===== src/rtl/xover_pkg.sv =====
package xover_pkg;

  localparam int LFSR_W = 11;

  typedef enum logic [1:0] {
    MODE_FORCE_X  = 2'b00,
    MODE_FORCE_S  = 2'b01,
    MODE_AUTO_ALT = 2'b10,
    MODE_AUTO     = 2'b11
  } mode_e;

  // strobes from control to the interval datapath
  typedef struct packed {
    logic clear;  // drop the armed interval
    logic load;   // start a new interval from the LFSR
    logic run;    // let the armed interval count
  } tmrStrobe_t;

  // x^11 + x^9 + 1, maximal length
  function automatic logic [LFSR_W-1:0] lfsrAdvance(input logic [LFSR_W-1:0] s);
    return {s[LFSR_W-2:0], s[10] ^ s[8]};
  endfunction

endpackage


===== src/rtl/xover_timer.sv =====
module xover_timer
  import xover_pkg::*;
#(
  parameter int unsigned TICK_DIV = 1024,
  parameter logic [LFSR_W-1:0] SEED = 11'h5A5
) (
  input  logic       clk,
  input  logic       rst_n,
  input  tmrStrobe_t strobe,
  output logic       armed,
  output logic       expire
);

  localparam int PRE_W = (TICK_DIV > 1) ? $clog2(TICK_DIV) : 1;
  localparam logic [PRE_W-1:0] PRE_LAST = PRE_W'(TICK_DIV - 1);

  logic [LFSR_W-1:0] lfsr;
  logic [LFSR_W-1:0] dwellCnt;
  logic [PRE_W-1:0]  preCnt;
  logic              preWrap;

  assign preWrap = (preCnt == PRE_LAST);
  assign expire  = armed && preWrap && (dwellCnt == LFSR_W'(1));

  always_ff @(posedge clk or negedge rst_n) begin
    if (!rst_n) begin
      lfsr     <= SEED;
      armed    <= 1'b0;
      dwellCnt <= '0;
      preCnt   <= '0;
    end else begin
      lfsr <= lfsrAdvance(lfsr);
      if (strobe.clear) begin
        armed <= 1'b0;
      end else if (strobe.load) begin
        dwellCnt <= lfsr;
        preCnt   <= '0;
        armed    <= 1'b1;
      end else if (strobe.run && armed) begin
        if (preWrap) begin
          preCnt   <= '0;
          dwellCnt <= dwellCnt - LFSR_W'(1);
        end else begin
          preCnt <= preCnt + PRE_W'(1);
        end
      end
    end
  end

  // the generator never locks up in the all-zero state
  p_lfsr_nonzero_r5: assert property (@(posedge clk) disable iff (!rst_n)
    lfsr != '0);

  // an armed interval always has time left to count
  p_dwell_nonzero_r5: assert property (@(posedge clk) disable iff (!rst_n)
    armed |-> dwellCnt != '0);

  // a cleared timer cannot report expiry next cycle
  p_clear_stops_r2: assert property (@(posedge clk) disable iff (!rst_n)
    strobe.clear |=> !expire);

endmodule


===== src/rtl/xover_ctrl.sv =====
module xover_ctrl
  import xover_pkg::*;
(
  input  logic       clk,
  input  logic       rst_n,
  input  logic       enable,
  input  logic       linkUp,
  input  logic [1:0] modeSel,
  input  logic       armed,
  input  logic       expire,
  output tmrStrobe_t strobe,
  output logic       crossSel,
  output logic       swapPulse
);

  logic autoMode;
  logic hunting;
  logic selNext;

  assign autoMode = modeSel[1];
  assign hunting  = autoMode && enable && !linkUp;

  always_comb begin
    strobe.clear = !hunting;
    strobe.load  = hunting && (!armed || expire);
    strobe.run   = hunting;
  end

  always_comb begin
    selNext = crossSel;
    unique case (modeSel)
      MODE_FORCE_X: selNext = 1'b1;
      MODE_FORCE_S: selNext = 1'b0;
      default:      if (hunting && expire) selNext = !crossSel;
    endcase
  end

  always_ff @(posedge clk or negedge rst_n) begin
    if (!rst_n) begin
      crossSel  <= 1'b0;
      swapPulse <= 1'b0;
    end else begin
      crossSel  <= selNext;
      swapPulse <= (selNext != crossSel);
    end
  end

  p_forced_mdi_r2: assert property (@(posedge clk) disable iff (!rst_n)
    (modeSel == MODE_FORCE_S) |=> !crossSel);

  p_forced_mdix_r2: assert property (@(posedge clk) disable iff (!rst_n)
    (modeSel == MODE_FORCE_X) |=> crossSel);

  p_hold_no_expiry_r4: assert property (@(posedge clk) disable iff (!rst_n)
    (autoMode && !expire) |=> $stable(crossSel));

  p_link_hold_r6: assert property (@(posedge clk) disable iff (!rst_n)
    (autoMode && linkUp) |=> $stable(crossSel));

  p_enable_hold_r8: assert property (@(posedge clk) disable iff (!rst_n)
    (autoMode && !enable) |=> $stable(crossSel));

  p_pulse_on_change_r9: assert property (@(posedge clk) disable iff (!rst_n)
    (crossSel != $past(crossSel)) |-> swapPulse);

  p_pulse_only_change_r9: assert property (@(posedge clk) disable iff (!rst_n)
    swapPulse |-> (crossSel != $past(crossSel)));

endmodule


===== src/rtl/xover_sel.sv =====
module xover_sel
  import xover_pkg::*;
#(
  parameter int unsigned TICK_DIV = 1024,
  parameter logic [LFSR_W-1:0] SEED = 11'h5A5
) (
  input  logic       clk,
  input  logic       rst_n,
  input  logic       enable,
  input  logic       linkUp,
  input  logic [1:0] modeSel,
  output logic       crossSel,
  output logic       swapPulse
);

  tmrStrobe_t strobe;
  logic       armed;
  logic       expire;

  xover_ctrl i_ctrl (
    .clk       (clk),
    .rst_n     (rst_n),
    .enable    (enable),
    .linkUp    (linkUp),
    .modeSel   (modeSel),
    .armed     (armed),
    .expire    (expire),
    .strobe    (strobe),
    .crossSel  (crossSel),
    .swapPulse (swapPulse)
  );

  xover_timer #(
    .TICK_DIV (TICK_DIV),
    .SEED     (SEED)
  ) i_timer (
    .clk    (clk),
    .rst_n  (rst_n),
    .strobe (strobe),
    .armed  (armed),
    .expire (expire)
  );

  initial begin
    assert (SEED != '0) else $error("p_seed_nonzero_r1: SEED must be nonzero");
  end

endmodule


===== config.mk =====
export PLATFORM = sky130hd
export DESIGN_NAME = xover_sel
export DESIGN_NICKNAME = d
export VERILOG_FILES = /design/src/rtl/xover_pkg.sv /design/src/rtl/xover_timer.sv /design/src/rtl/xover_ctrl.sv /design/src/rtl/xover_sel.sv
export SDC_FILE = /design/constraint.sdc
export NUM_CORES = 1
export LEC_CHECK = 0
export CAP_MARGIN = 20
export CORE_UTILIZATION = 51
export CTS_BUF_LIST = sky130_fd_sc_hd__clkbuf_8
export DETAILED_ROUTE_END_ITERATION = 8
export PLACE_DENSITY = 0.76
export SLEW_MARGIN = 30
export SYNTH_ARGS = -nofsm -noshare
export SYNTH_HDL_FRONTEND = slang
export SYNTH_SLANG_ARGS = --single-unit

===== constraint.sdc =====
create_clock -name clk -period 2.3 [get_ports clk]
set_clock_uncertainty 0.2 [all_clocks]
set_input_delay 0.46 -clock clk [delete_from_list [all_inputs] [get_ports clk]]
set_output_delay 0.46 -clock clk [all_outputs]
set_load 0.05 [all_outputs]

==> impl_metrics.ini, run 1 <==
[finish]
drive_above_1_share = 0.2539
layout_commonest_cell = dfrtp_1
syn_to_final_growth_pct = 19.00
finalNetCount = 201
layout_common_cells = 29 x dfrtp_1, 20 x nand2_1, 15 x buf_4
n_antenna_cell = 0

[sta]
worst-slew-pin-transition_ns = 0.5059
relSlewSlack = 0.6596
hold_violations = 0
final_max_slew_viol_count = 0
fmax_ghz = 0.4494
hold_slack_ns = 0.1730
period_minus_slack_ns = 2.225
finalSetupViolations = 0
period_share = 0.9676

[synthesis]
seq_area_frac_synth = 0.4986
ys_ff_latch = 35
syn_area_per_cell_um2 = 10.67
yosysUniqueCellTypes = 43
synth_warnings = 0
synth_fp_nets = 175
synthCells = 166
syn_area_mm2 = 0.001772

[floorplanning]
dieArea_mm2 = 0.003714
initial_core_util = 0.5309
io_pins = 8
row_count = 21
die_h_um = 60.94
core_area_mm2 = 0.003337
chipWidth_um = 60.94

[worst_setup_path]
critPathMaxFanout = 14
start_kind = register
cp-end-kind = register
reg2reg_slack_ns = 0.07
crit_arrival_ns = 2.20
critPathKind = reg -> reg
cp_data_required_time_ns = 2.28

[drt]
dr.pass1.iters = 4
drc_errors = 0
drt.antenna.violating_nets = 0
routedWlPerCell_um = 14.10
drt_iter0_drc = 42
via_count = 1310
routed_wl_um = 3369
detail_route.vias_per_cell = 5.481

[global_route]
grt_pass1_wl_um = 5685
antenna_found_initial = 0
grt.total_usage = 0.2174
grt_pass1_vias = 1250
grt_overflow_total = 0
grt_start_max_net_pins = 36

[cts]
clock_latency_ns = 0.29
cts_made_buffers = 5
cts.reportedPaths.clkPinSlew_ns = 0.07
cts_buffer_depth = 2
cts_tree = yes
clkSinkCount = 35
cts_root_buf = clkbuf_8
cts-htree-levels = 2

[flow_run]
max_cap_violations = 0

[placed_design]
portBuffers = 7
hpwl_um = 2378
gp_congestion = 0.7715

[pwr]
p_per_area_mw_per_mm2 = 736.6
p_total_mw = 1.553
leakagePower_nw = 0.9079
irDropWorstVdd_v = 0.0003961

[worst_hold_path]
hold_path.class = reg -> reg

[status]
status = complete, no violations
where the power goes:
part	internal [mW]	total, mW	switching, mW	leakage, nW
Clock	0.207	0.427	0.220	0.0453
Combinational	0.164	0.324	0.160	0.427
Sequential	0.694	0.802	0.108	0.436
state kept, by name, summed over array words and instances (netlist names):
register,cells
i_ctrl.swapPulse,1
i_timer.dwellCnt,11
i_ctrl.crossSel,1
i_timer.armed,1
i_timer.preCnt,10
i_timer.lfsr,11
kinds of logic after synthesis:
family,after synthesis,synth area share
simple gates,57,0.1787
xor+xnor,7,0.03461
compound gates,33,0.1427
mux,13,0.07415
fa+ha+maj,3,0.02119
buf+inv,18,0.05014
flops,35,0.4986
worst max-delay path: stages, from the launching register on:
cell,delay (ns)
dfrtp_1,0.41
ha_2,0.22
nand3_2,0.11
or3_4,0.46
o21ai_4,0.21
buf_12,0.18
mux2i_2,0.24
a22oi_2,0.07
final timing paths:
path,end,from,cells past startpoint
max,i_timer.dwellCnt[2],i_timer.preCnt[0],7
min,i_timer.lfsr[8],i_timer.lfsr[7],0
max reg2reg,i_timer.dwellCnt[2],i_timer.preCnt[0],7
min reg2reg,i_timer.lfsr[8],i_timer.lfsr[7],0
max in group asynchronous,i_timer.lfsr[0],rst_n,2
min in group asynchronous,i_timer.preCnt[3],rst_n,2
metrics by stage:
step | std cells | utilization | setup TNS, ns | instance area (um2) | setup slack, ns
2_1_floorplan | 166 | - | 0 | 1772 | 0.2019
3_3_place_gp | 225 | 0.5857 | 0 | 1954 | 0.05962
3_5_place_dp | 225 | 0.5857 | -0.1446 | 1954 | -0.03309
4_1_cts | 233 | 0.6134 | 0 | 2047 | 0.05251
5_1_grt | 239 | 0.6318 | -0.09626 | 2108 | -0.02535
6_report | 239 | 0.6318 | 0 | 2108 | 0.07459
routing by layer:
layer  vias to the layer above  wire (um)  track usage  part of all wire
met1                       644       1602       0.2824              0.48
met2                        23       1574       0.3375              0.47
met5                         -          0            0                 0
li1                        637          -            -                 -
met3                         6        139      0.07676             0.041
met4                         0         53      0.07792             0.016
cell type report:
type                       count  area (um2)
timing repair buffer          24       214.0
clock buffer                   5       68.82
tap                           46       57.56
inverter                      13       48.80
fill                         268        1229
clock inverter                 3       16.27
sequential                    35       883.3
multi-input combinational    113       819.5
cell usage after synthesis, drive strengths merged:
library cell / number / area [um2]
a22oi: 7 / 87.58
nor3: 6 / 30.03
and2: 2 / 12.52
a21oi: 6 / 30.03
o31ai: 1 / 7.510
or3: 2 / 17.52
ha: 3 / 37.54
nor4b: 1 / 8.760
clkbuf: 1 / 3.750
mux2: 1 / 11.26
nand2: 20 / 75.07
buf: 4 / 36.28
o21a: 1 / 7.510
and3: 2 / 12.51
a21o: 1 / 7.510
and4b: 1 / 10.01
a2bb2oi: 2 / 17.52
o21ai: 14 / 85.08
dfstp: 6 / 157.7
inv: 13 / 48.80
nor2: 8 / 30.03
nand4b: 1 / 8.760
xnor2: 3 / 26.28
dfrtp: 29 / 725.7
nand3: 4 / 25.02
nand4: 4 / 25.02
xor2: 4 / 35.03
nor4: 4 / 46.29
a221o: 1 / 10.01
mux2i: 12 / 120.1
nor3b: 1 / 7.510
nand3b: 1 / 7.510
repair_timing:
action | 4_1_cts | 5_1_grt
setup endpoints to repair | 6 | 7
endpoints found under the hold margin | 0 | 0
gates cloned | 0 | 0
gates resized for setup | 2 | 4
hold buffers | 0 | 0
pin swaps | 0 | 2
buffers inserted | 0 | 6
No activity file was read; power rests on OpenSTA's default activity.
==> inputs of run 2 (changes only) <==
- SLEW_MARGIN: 30 -> 20
==> results of run 2 <==
Same layout as run 1: the final DEF is identical, and so are final timing and power.
==> inputs of run 3 (changes only) <==
- clock period: 2.3 -> 2.38 ns (I/O delays scaled with it)
==> impl_metrics.ini, run 3 (same netlist as run 1, synthesis figures left out) <==
[cts]
cts-htree-levels = 2
hold_buffers = 0
cts_buffer_depth = 2
cts_made_buffers = 5
cts_tree = yes
cts.reportedPaths.clkPinSlew_ns = 0.06
cts_root_buf = clkbuf_8
clkSinkCount = 35
clock_latency_ns = 0.29

[global_route]
grt_overflow_total = 0
grt_start_max_net_pins = 36
grt.total_usage = 0.2260
grt_pass1_wl_um = 5830
antenna_found_initial = 0
grt_pass1_vias = 1296

[placed_design]
dpl-instance-area_mm2 = 0.001939
post-place-ws_ns = -0.007510
hpwl_um = 2452
dp.cells = 223
gp_congestion = 0.7459
portBuffers = 7

[sta]
hold_slack_ns = 0.1797
final_max_slew_viol_count = 0
setup_slack_ns = 0.1346
period_share = 0.9434
fmax_ghz = 0.4454
period_minus_slack_ns = 2.245
hold_violations = 0
worst-slew-pin-transition_ns = 0.4917
relSlewSlack = 0.6692
rsz0062_at_grt = no
finalSetupViolations = 0

[finish]
nFillCells = 271
layout_commonest_cell = dfrtp_1
fin_cells = 233
syn_to_final_growth_pct = 15.68
reg.largest.list = i_timer.dwellCnt: 11 flops, i_timer.lfsr: 11 flops, i_timer.preCnt: 10 flops
layout_common_cells = 29 x dfrtp_1, 20 x nand2_1, 13 x inv_1
finalNetCount = 196
n_antenna_cell = 0
fin_area_mm2 = 0.002049
drive_above_1_share = 0.2086

[pwr]
seqPwrFrac = 0.514
irDropWorstVdd_v = 0.0004231
p_per_area_mw_per_mm2 = 731.8
p_clk_frac = 0.288
leakagePower_nw = 0.8779
p_sw_mw = 0.4573
internal_power_mw = 1.043
sw_frac_of_total = 0.3049
pwr-share-comb = 0.198

[drt]
routed_wl_um = 3353
dr.pass1.iters = 4
detail_route.vias_per_cell = 5.421
via_count = 1263
wl_met1_um = 1526
drt_iter0_drc = 68
wl_met3_um = 93
route.met2.wl_um = 1640
highest_layer = met4
routedWlPerCell_um = 14.39
drt.antenna.violating_nets = 0
drc_errors = 0

[floorplanning]
dieArea_mm2 = 0.003714
die_h_um = 60.94
row_count = 21
io_pins = 8
core_area_mm2 = 0.003337
chipWidth_um = 60.94
initial_core_util = 0.5309

[worst_setup_path]
crit-reg2reg-launch = i_timer.preCnt[0]
cp-end-kind = register
crit_arrival_ns = 2.22
reg2reg_slack_ns = 0.13
crit_start = i_timer.preCnt[0]
cp_data_required_time_ns = 2.35
endpoint = i_timer.dwellCnt[5]
critPathMaxFanout = 14
worst_r2r_endpoint = i_timer.dwellCnt[5]
start_kind = register
rr_worst_depth = 7
critPathKind = reg -> reg

[worst_hold_path]
holdPathStages = 0
hold_path.class = reg -> reg

[flow_run]
max_cap_violations = 0

[status]
status = complete, no violations
-- run 3: worst min-delay path by stage --
stage                    start         endpoint  slack, ns
5_1_grt        i_timer.lfsr[7]  i_timer.lfsr[8]       0.18
3_3_place_gp   i_timer.lfsr[3]  i_timer.lfsr[4]       0.16
6_report       i_timer.lfsr[7]  i_timer.lfsr[8]       0.18
3_5_place_dp   i_timer.lfsr[7]  i_timer.lfsr[8]       0.17
2_1_floorplan            rst_n  i_ctrl.crossSel      -0.02
4_1_cts        i_timer.lfsr[7]  i_timer.lfsr[8]       0.18
-- run 3: through the flow --
step	power [mW]	setup TNS, ns	utilization
after CTS	1.517	0	0.6074
after floorplan	0.9793	0	-
after global placement	1.056	0	0.5812
after global routing	1.591	0	0.6142
final	1.500	0	0.6142
after detailed placement	1.076	-0.007510	0.5812
-- run 3: critical path: stages (launching register included) --
cell,delay [ns]
dfrtp_1,0.40
ha_1,0.22
nand3_2,0.13
or3_4,0.46
o21ai_4,0.23
buf_12,0.18
mux2i_1,0.23
a22oi_2,0.07
-- run 3: metal layers --
| metal | vias up | GRT usage |
|---|---|---|
| met5 | - | 0 |
| met4 | 0 | 0.1266 |
| met3 | 8 | 0.05117 |
| met2 | 14 | 0.3799 |
| met1 | 611 | 0.2673 |
| li1 | 630 | - |
-- run 3: power by group through the flow --
| stage | Combinational (mW) | Clock [mW] | Sequential, mW |
|---|---|---|---|
| 2_1_floorplan | 0.212 | 0 | 0.767 |
| 3_3_place_gp | 0.280 | 0 | 0.776 |
| 3_5_place_dp | 0.298 | 0 | 0.778 |
| 4_1_cts | 0.299 | 0.449 | 0.769 |
| 5_1_grt | 0.335 | 0.469 | 0.787 |
| 6_report | 0.297 | 0.432 | 0.771 |
-- run 3: what timing repair did --
action / in CTS / in global routing
resized for setup: 0 / 0
setup endpoints to repair: 0 / 2
buffers inserted: 0 / 3
-- run 3: area by class of cell --
type | instances | area, um2 | share of cell area
Tap cell | 46 | 57.56 | 0.02808
Clock inverter | 1 | 5.005 | 0.002442
Sequential cell | 35 | 883.3 | 0.4310
Inverter | 13 | 48.80 | 0.02381
Timing Repair Buffer | 19 | 172.7 | 0.08425
Clock buffer | 6 | 82.58 | 0.04029
Multi-Input combinational cell | 113 | 799.5 | 0.3901
